$ cat src/rtl/sqw_pkg.sv
package sqw_pkg;
    localparam int IDXW  = 8;   // enough for 256 entries
    localparam int SRC_W = 16;  // queues reported in source register

    typedef enum logic [1:0] {
        HOP_SET_RD  = 2'd0,
        HOP_CLR_HI  = 2'd1,
        HOP_CLR_LO  = 2'd2,
        HOP_CLR_SRC = 2'd3
    } host_op_e;

    typedef struct packed {
        logic            blocked;     // queue is full, drop request
        logic            enter_full;  // this write uses the last slot
        logic [IDXW-1:0] next_idx;    // write index after increment
    } slot_eval_t;

    function automatic logic [IDXW-1:0] idx_mask(input logic [3:0] lg);
        logic [IDXW:0] span;
        span = (IDXW+1)'(1) << lg;
        return IDXW'(span - (IDXW+1)'(1));
    endfunction
endpackage

$ cat src/rtl/sqw_idx_table.sv
module sqw_idx_table
    import sqw_pkg::*;
#(
    parameter int NQ = 20,
    parameter int QW = $clog2(NQ)
) (
    input  logic                      clk,
    input  logic                      rst,
    input  logic                      wr_en,
    input  logic [QW-1:0]             wr_q,
    input  logic [IDXW-1:0]           wr_val,
    input  logic                      rd_en,
    input  logic [QW-1:0]             rd_q,
    input  logic [IDXW-1:0]           rd_val,
    output logic [NQ-1:0][IDXW-1:0]   wr_idx,
    output logic [NQ-1:0][IDXW-1:0]   rd_idx
);
    for (genvar i = 0; i < NQ; i++) begin : g_q
        always_ff @(posedge clk) begin
            if (rst) begin
                wr_idx[i] <= '0;
                rd_idx[i] <= '0;
            end else begin
                if (wr_en && wr_q == QW'(i)) wr_idx[i] <= wr_val;
                if (rd_en && rd_q == QW'(i)) rd_idx[i] <= rd_val;
            end
        end
    end
endmodule

$ cat src/rtl/sqw_slot_eval.sv
module sqw_slot_eval
    import sqw_pkg::*;
(
    input  logic [IDXW-1:0] wr_idx,
    input  logic [IDXW-1:0] rd_idx,
    input  logic [3:0]      size_lg,
    input  logic            dis,
    output slot_eval_t      ev
);
    logic [IDXW-1:0] mask, nxt, after;

    always_comb begin
        mask  = idx_mask(size_lg);
        nxt   = (wr_idx + IDXW'(1)) & mask;
        after = (nxt + IDXW'(1)) & mask;
        ev.next_idx   = nxt;
        ev.blocked    = !dis && (nxt == rd_idx);
        ev.enter_full = !dis && (after == rd_idx);
    end
endmodule

$ cat src/rtl/sqw_irq_bank.sv
module sqw_irq_bank
    import sqw_pkg::*;
#(
    parameter int QW = 5
) (
    input  logic             clk,
    input  logic             rst,
    input  logic             wr_evt,
    input  logic [QW-1:0]    wr_q,
    input  logic             full_evt,
    input  logic             full_lo,
    input  logic             host_wr,
    input  host_op_e         host_op,
    input  logic [15:0]      host_data,
    output logic [1:0]       hi_stat,
    output logic             lo_stat,
    output logic [SRC_W-1:0] wr_src
);
    logic [1:0]       hi_set, hi_clr;
    logic             lo_set, lo_clr;
    logic [SRC_W-1:0] src_set, src_clr;

    always_comb begin
        hi_set  = {full_evt && !full_lo, wr_evt};
        lo_set  = full_evt && full_lo;
        hi_clr  = (host_wr && host_op == HOP_CLR_HI)  ? host_data[1:0] : 2'b00;
        lo_clr  = host_wr && host_op == HOP_CLR_LO && host_data[0];
        src_clr = (host_wr && host_op == HOP_CLR_SRC) ? host_data[SRC_W-1:0] : '0;
    end

    for (genvar i = 0; i < SRC_W; i++) begin : g_src
        assign src_set[i] = wr_evt && (32'(wr_q) == i);
    end

    always_ff @(posedge clk) begin
        if (rst) begin
            hi_stat <= '0;
            lo_stat <= 1'b0;
            wr_src  <= '0;
        end else begin
            hi_stat <= (hi_stat & ~hi_clr) | hi_set;
            lo_stat <= (lo_stat & ~lo_clr) | lo_set;
            wr_src  <= (wr_src & ~src_clr) | src_set;
        end
    end
endmodule

$ cat src/rtl/sq_status_writer.sv
module sq_status_writer
    import sqw_pkg::*;
#(
    parameter int NQ = 20,
    parameter int PW = 16,
    parameter int AW = 16,
    parameter int QW = $clog2(NQ)
) (
    input  logic                     clk,
    input  logic                     rst,
    input  logic                     cfg_stat_dis,
    input  logic [NQ-1:0][3:0]       cfg_size_lg,
    input  logic [NQ-1:0]            cfg_lo_grp,
    input  logic [NQ-1:0][AW-1:0]    cfg_base,
    input  logic                     req_valid,
    input  logic [QW-1:0]            req_queue,
    input  logic [PW-1:0]            req_payload,
    output logic                     mem_we,
    output logic [AW-1:0]            mem_addr,
    output logic [PW+1:0]            mem_data,
    input  logic                     host_wr,
    input  logic [1:0]               host_op,
    input  logic [QW-1:0]            host_queue,
    input  logic [15:0]              host_data,
    output logic [1:0]               hi_stat,
    output logic                     lo_stat,
    output logic [15:0]              wr_src,
    output logic                     irq_hi,
    output logic                     irq_lo
);
    logic [NQ-1:0][IDXW-1:0] wr_idx, rd_idx;
    logic [QW-1:0]           rq, hq;
    logic                    rq_ok, hq_ok, do_write, rd_load;
    logic [IDXW-1:0]         rd_new;
    slot_eval_t              ev;
    host_op_e                hop;

    assign hop   = host_op_e'(host_op);
    assign rq_ok = 32'(req_queue) < NQ;
    assign hq_ok = 32'(host_queue) < NQ;
    assign rq    = rq_ok ? req_queue : '0;
    assign hq    = hq_ok ? host_queue : '0;

    sqw_slot_eval u_eval (
        .wr_idx  (wr_idx[rq]),
        .rd_idx  (rd_idx[rq]),
        .size_lg (cfg_size_lg[rq]),
        .dis     (cfg_stat_dis),
        .ev      (ev)
    );

    assign do_write = req_valid && rq_ok && !ev.blocked;
    assign rd_load  = host_wr && hq_ok && hop == HOP_SET_RD;
    assign rd_new   = host_data[IDXW-1:0] & idx_mask(cfg_size_lg[hq]);

    sqw_idx_table #(.NQ(NQ), .QW(QW)) u_tab (
        .clk    (clk),
        .rst    (rst),
        .wr_en  (do_write),
        .wr_q   (rq),
        .wr_val (ev.next_idx),
        .rd_en  (rd_load),
        .rd_q   (hq),
        .rd_val (rd_new),
        .wr_idx (wr_idx),
        .rd_idx (rd_idx)
    );

    sqw_irq_bank #(.QW(QW)) u_irq (
        .clk       (clk),
        .rst       (rst),
        .wr_evt    (do_write),
        .wr_q      (rq),
        .full_evt  (do_write && ev.enter_full),
        .full_lo   (cfg_lo_grp[rq]),
        .host_wr   (host_wr),
        .host_op   (hop),
        .host_data (host_data),
        .hi_stat   (hi_stat),
        .lo_stat   (lo_stat),
        .wr_src    (wr_src)
    );

    always_ff @(posedge clk) begin
        if (rst) begin
            mem_we   <= 1'b0;
            mem_addr <= '0;
            mem_data <= '0;
        end else begin
            mem_we <= do_write;
            if (do_write) begin
                mem_addr <= cfg_base[rq] + AW'(wr_idx[rq]);
                mem_data <= {1'b1, ev.enter_full, req_payload};
            end
        end
    end

    assign irq_hi = |hi_stat;
    assign irq_lo = lo_stat;
endmodule

$ cat config.mk
export PLATFORM = sky130hd
export DESIGN_NAME = sq_status_writer
export DESIGN_NICKNAME = d
export VERILOG_FILES = /design/src/rtl/sqw_pkg.sv /design/src/rtl/sqw_idx_table.sv /design/src/rtl/sqw_slot_eval.sv /design/src/rtl/sqw_irq_bank.sv /design/src/rtl/sq_status_writer.sv
export SDC_FILE = /design/constraint.sdc
export NUM_CORES = 1
export LEC_CHECK = 0
export BUFFER_PORTS_ARGS = -buffer_cell sky130_fd_sc_hd__buf_2
export CORE_UTILIZATION = 40
export CTS_BUF_LIST = sky130_fd_sc_hd__clkbuf_16
export DETAILED_ROUTE_END_ITERATION = 7
export HOLD_SLACK_MARGIN = 0.05
export PLACE_DENSITY = 0.63
export SYNTH_ARGS = -nofsm -noshare
export SYNTH_HDL_FRONTEND = slang
export SYNTH_SLANG_ARGS = --single-unit
$ cat constraint.sdc
create_clock -name clk -period 5 [get_ports clk]
set_input_delay 0.5 -clock clk [delete_from_list [all_inputs] [get_ports clk]]
set_output_delay 0.5 -clock clk [all_outputs]
set_load 0.01 [all_outputs]
# Word-level counts from Yosys, hierarchy flattened
# Cells that the tools add are included.
[classes]
addsub = 5
order_cmp = 4
n_eq_ne = 43
shifts = 2
muxes = 16
n_bitwise = 12
n_reduce_logical = 60
[op_table]
columns = ["cell", "count"]
rows = [
  ["16-bit binary-select mux with 5-bit select", 1],
  ["8-bit binary-select mux with 5-bit select", 2],
  ["5-bit by 4-bit == test with 1-bit output, second input constant", 16],
  ["1-bit logical AND", 53],
  ["4-bit binary-select mux with 5-bit select", 2],
  ["5-bit by 3-bit == test with 1-bit output, second input constant", 8],
  ["5-bit == test, second input constant", 8],
  ["16-bit 2-to-1 mux", 2],
  ["8-bit bitwise AND", 3],
  ["5-bit by 2-bit == test with 1-bit output, second input constant", 4],
  ["16-bit by 8-bit adder with 16-bit output", 1],
  ["8-bit by 1-bit adder with 8-bit output, second input constant", 2],
  ["16-bit bitwise AND", 1],
  ["8-bit == test", 2],
  ["8-bit 2-to-1 mux", 2],
  ["16-bit NOT", 1],
  ["16-bit OR", 1],
  ["1-bit by 4-bit << shifter with 8-bit output, first input constant", 2],
  ["8-bit by 1-bit subtractor with 8-bit output, second input constant", 2],
  ["5-bit by 6-bit less-than comparator with 1-bit output, second input constant", 2],
  ["5-bit by 1-bit == test with 1-bit output, second input constant", 2],
  ["5-bit logical NOT", 2],
  ["5-bit less-than comparator, second input constant", 2],
  ["5-bit 2-to-1 mux", 2],
  ["other kinds (15)", 19],
]
[word_totals]
reg_bits = 374
out_inout_bits = 56
elab_cells = 188

# Logic depth before layout (Yosys ltp)
[depth]
word_depth = 14
mapped_depth = 28
depth_no_buf = 20

# Cells and area by module
# A second synthesis with hierarchy kept.
[unflattened]
hier_cells = 2652
hier_area_um2 = 23682.7
[by_module_without_submodules]
columns = ["mod", "instances", "cells_per_inst", "area_each_um2"]
rows = [
  ["sqw_idx_table", 1, 1121, 12612.1],
  ["sq_status_writer", 1, 1366, 9618.0],
  ["sqw_irq_bank", 1, 74, 783.3],
  ["sqw_slot_eval", 1, 91, 669.4],
]

# Worst setup path after synthesis
# Ideal clock, no wire load.
[synth_path]
kind = "input to register"
start = "in req_queue[0]"
end = "reg mem_addr[14]"
arrival_ps = 5353
setup_slack_ps = -423
cell_stages = 28
path_buffers = 8
path_cell_list = "buf_6 buf_6 and2_1 buf_2 nand2_1 clkbuf_1 clkbuf_1 buf_1 clkbuf_1 clkbuf_1 o22ai_1 o21ai_0 nand4_1 a21oi_1 ha_1 inv_1 fa_1 inv_1 a21oi_1 o21bai_1 a21oi_1 o21bai_1 a21o_1 a21o_1 or3b_2 xnor2_1 nand2_1 a21oi_1"
[synth_between]
elab_chain_len = 11
[synth_rtl]
columns = ["item", "line_no", "rtl"]
rows = [
  ["from (decl)", "sq_status_writer.sv:16", "input logic [QW-1:0] req_queue,"],
  ["5-bit less-than comparator", "sq_status_writer.sv:39", "assign rq_ok = 32'(req_queue) < NQ;"],
  ["5-bit 2-to-1 mux", "sq_status_writer.sv:41", "assign rq = rq_ok ? req_queue : '0;"],
  ["4-bit binary-select mux with 5-bit select", "sq_status_writer.sv:47", ".size_lg (cfg_size_lg[rq]),"],
  ["4-bit 2-to-1 mux (implied by the code)", "sq_status_writer.sv:47", ""],
  ["1-bit by 4-bit << shifter with 8-bit output", "sqw_pkg.sv:20", "span = (IDXW+1)'(1) << lg;"],
  ["8-bit by 1-bit subtractor with 8-bit output", "sqw_pkg.sv:21", "return IDXW'(span - (IDXW+1)'(1));"],
  ["8-bit bitwise AND", "sqw_slot_eval.sv:14", "nxt = (wr_idx + IDXW'(1)) & mask;"],
  ["8-bit == test", "sqw_slot_eval.sv:17", "ev.blocked = !dis && (nxt == rd_idx);"],
  ["1-bit logical AND", "sqw_slot_eval.sv:17", ""],
  ["1-bit logical NOT", "sq_status_writer.sv:52", "assign do_write = req_valid && rq_ok && !ev.blocked;"],
  ["1-bit logical AND", "sq_status_writer.sv:52", ""],
  ["to (signal assigned)", "sq_status_writer.sv:92", "mem_addr <= cfg_base[rq] + AW'(wr_idx[rq]);"],
  ["to (decl)", "sq_status_writer.sv:19", "output logic [AW-1:0] mem_addr,"],
]
# Several ways; a longest one is shown, not always the timed one. The select of a mux whose other input is x is not followed.
# A chain may end at the register's enable or synchronous reset.

# Worst setup path after layout
[layout_path]
start = "in req_queue[1]"
end = "reg u_irq.lo_stat"
[layout_between]
elab_chain_len = 14
[layout_rtl]
columns = ["item", "line_no", "rtl"]
rows = [
  ["5-bit less-than comparator", "sq_status_writer.sv:39", ""],
  ["5-bit 2-to-1 mux", "sq_status_writer.sv:41", ""],
  ["4-bit binary-select mux with 5-bit select", "sq_status_writer.sv:47", ""],
  ["4-bit 2-to-1 mux (implied by the code)", "sq_status_writer.sv:47", ""],
  ["1-bit by 4-bit << shifter with 8-bit output", "sqw_pkg.sv:20", ""],
  ["8-bit by 1-bit subtractor with 8-bit output", "sqw_pkg.sv:21", ""],
  ["8-bit bitwise AND", "sqw_slot_eval.sv:14", ""],
  ["8-bit by 1-bit adder with 8-bit output or 8-bit == test (tied branches)", "sqw_slot_eval.sv:15, sqw_slot_eval.sv:17", ""],
  ["8-bit bitwise AND or 1-bit logical AND (tied branches)", "sqw_slot_eval.sv:15, sqw_slot_eval.sv:17", ""],
  ["8-bit == test or 1-bit logical NOT (tied branches)", "sqw_slot_eval.sv:18, sq_status_writer.sv:52", ""],
  ["1-bit logical AND, on equally long branches", "sqw_slot_eval.sv:18, sq_status_writer.sv:52", ""],
  ["1-bit logical AND", "sq_status_writer.sv:74", ".full_evt (do_write && ev.enter_full),"],
  ["1-bit logical AND *", "sqw_irq_bank.sv:25", "lo_set = full_evt && full_lo;"],
  ["1-bit OR *", "sqw_irq_bank.sv:42", "lo_stat <= (lo_stat & ~lo_clr) | lo_set;"],
  ["to (signal assigned)", "sqw_irq_bank.sv:42", ""],
  ["to (decl)", "sqw_irq_bank.sv:16", "output logic lo_stat,"],
]
# Mark *: on every way between the ends. The rest lies on a longest branch, timed or not. The select of a mux whose other input is x is not followed.

==> run_results.csv <==
group,metric,value,unit
yosys,synth-seq-cells,374,
clock_network,post_cts_buffers,0,
clock_network,cts_num_sinks,374,
yosys,synth_nets,3138,
timing,period_minus_slack,4.491,ns
timing,skew,0.01496,ns
clock_network,cts_made_buffers,43,
yosys,yosysMostFrequentCell,"dfxtp_1",
clock_network,cts_root_buf,"clkbuf_16",
placed_design,placed_cells,3895,
final_layout,fillers,5082,
placed_design,portBuffers,524,
power,p_total,7758,uW
yosys,ys_warn_count,0,
timing,finalSetupViolCount,0,
floorplanning,core,52970,um^2
floorplanning,die-area,55070,um^2
floorplanning,floorplan.initialDensity,0.4088,
setup_path,crit_arrival,4.97,ns
yosys,synthFlopType,"dfxtp_1",
clock_network,cts_htree_levels,2,
placed_design,dp_hpwl,83700,um
timing,slew_violations,0,
yosys,syn_area,21650,um^2
yosys,synth_common_cells,"dfxtp_1, nor2_1, mux2i_1",
clock_network,clock_path_buffers,3,
yosys,netlist_instances,2656,
floorplanning,die_h,234.7,um
global_routing,grt_pass1_vias,23916,
floorplanning,die_x,234.7,um
timing,worst_pin_slew,1.025,ns
global_routing,grt_max_degree,165,
timing,fmax,0.2227,GHz
route,wl_per_cell,27.50,um
clock_network,cts_tree,"done",
timing,period_share,0.8981,
yosys,synth_async_sr_flop_share,0,
clock_network,cts_resized,0,
power,ir_worst_vdd,0.2587,mV
flow_run,maxCapViolations,0,
placed_design,place_congestion,1.062,
clock_network,cts_hold_buf,0,
power,p_leak,0.01222,uW
yosys,syn_area_per_cell,8.153,um^2
yosys,ys_seq_area_frac,0.3458,
global_routing,grt_overflow,0,
route,vias_per_cell,6.206,
setup_path,crit_path_start_kind,"input pin",
final_layout,area_delta_synth_final,28.49,%
min_path,min_path_type,"in2reg",
final_layout,drive_above_1_share,0.2934,
route,drt_iter0_drc,2710,
global_routing,antenna_found_initial,18,
yosys,yosysTopAreaCellShare,0.3458,
global_routing,gr-usage-all-layers,0.3808,
final_layout,nNetsFinal,3734,
setup_path,worstSetupPathType,"in2reg",
yosys,synthDistinctLibCells,116,
route,post-route-drc-count,0,
floorplanning,ios,525,
timing,rsz0062_at_grt,"no",
yosys,synth_edf_count,0,
timing,maxSlewHeadroom,0.3164,
timing,hold_viol,0,
setup_path,required,5.48,ns
clock_network,clk_pin_slew_worst_paths,0.06,ns
setup_path,crit_path_end_kind,"flop",
status,status,"finished clean",
yosys,synthTopCellsByArea,"dfxtp_1, mux2i_1, nor2_1, a21oi_1, o22ai_1",
route,antenna_left,0,
route,vias,24708,
route,routed_wl,109500,um
global_routing,grt_pass1_wl,157600,um
route,dr.pass1.iters,7,
yosys,synth_top_area_cell,"dfxtp_1",
final_layout,finalNonFillerCells,3981,
clock_network,clk_latency,0.58,ns
setup_path,worstPathMaxFanout,22,
power,p_per_area,278.8,nW/um^2
floorplanning,rows,84,
==> critical path, cell delays in order <==
cell and delay (ns):
buf_4 0.20, buf_4 0.24, nand2b_1 0.20, buf_4 0.23, nor2_4 0.43, buf_12 0.23
nand2_1 0.06, a21o_1 0.24, a211o_1 0.36, buf_4 0.15, nor4_2 0.39, mux2i_4 0.36
xor2_2 0.19, inv_2 0.07, a211oi_4 0.47, buf_12 0.23, nand2b_1 0.12, o31ai_1 0.27
==> kinds of logic after synthesis <==
group,share of synthesized area
flops,0.3458
buf+inv,0.05842
simple gates,0.1936
xor+xnor,0.01283
compound gates,0.2447
mux,0.1369
fa+ha+maj,0.007858
==> power by group <==
group	switching [uW]	internal, uW
Combinational	1100	696
Clock	1310	1610
Sequential	19.1	3020
==> cells in the final DEF (no fill, tap or decap), types with 10 or more instances in the layout <==
cell       instances
nor2b_1           14
nand3_1          122
o221ai_1          10
xor2_1            13
nand2_1          163
nor4_1            12
inv_1             34
ha_1              12
dfxtp_1          374
nor3_1            31
diode_2           11
buf_12            31
xnor2_1           15
mux2i_1          262
o22ai_1          142
and3_1            30
buf_4            250
buf_2            522
nor3b_1           11
mux2_2            18
and2_1            11
a222oi_1          13
a22oi_1           91
o21ai_0          149
clkbuf_16         43
o2111ai_1         10
nor2_1           368
nand2b_1          14
nand4_1           19
a21oi_1          220
==> final cells by class <==
type | instances | area, um^2 | area share
Clock inverter | 32 | 191.4 | 0.006881
Multi-Input combinational cell | 2006 | 12970 | 0.4661
Tap cell | 688 | 860.8 | 0.03094
Timing Repair Buffer | 804 | 5125 | 0.1842
Clock buffer | 43 | 1076 | 0.03868
Sequential cell | 374 | 7487 | 0.2691
Antenna cell | 11 | 27.53 | 0.0009894
Inverter | 23 | 86.33 | 0.003103
==> path summary, 6_finish.rpt <==
| kind | from | endpoint | slack (ns) | depth (start not counted) |
|---|---|---|---|---|
| worst max register to register | u_tab.wr_idx[120] | u_irq.lo_stat | 0.75 | 18 |
| worst min register to register | mem_addr[8] | mem_addr[8] | 0.45 | 2 |
| worst max-delay path | req_queue[1] | u_irq.lo_stat | 0.51 | 18 |
| worst min-delay path | req_payload[15] | mem_data[15] | 0.16 | 3 |
==> state kept, by name, summed over array words and instances, names as in the netlist <==
register	flops
u_tab.wr_idx	160
mem_addr	16
mem_we	1
mem_data	18
u_irq.wr_src	16
u_tab.rd_idx	160
u_irq.hi_stat	2
u_irq.lo_stat	1
==> per-stage QoR <==
step           utilization  hold slack [ns]  instance area (um^2)   TNS, ns  setup WS [ns]
2_1_floorplan            -           0.4319                 21680  -0.05068       -0.05068
3_3_place_gp        0.5008           0.4411                 26530         0        0.06792
3_5_place_dp        0.5008           0.4424                 26530         0        0.05905
4_1_cts             0.5247           0.1373                 27790         0         0.6011
5_1_grt             0.5251           0.1650                 27820         0         0.2957
6_report            0.5252           0.1580                 27820         0         0.5093
==> layer usage <==
metal	track usage	vias to the layer above	routed length, um
met5	0	-	46
met4	0.2707	6	8828
met3	0.07319	365	8875
met2	0.6365	1397	50940
met1	0.4377	11952	40800
li1	-	10988	-
(Power assumes the default switching activity.)
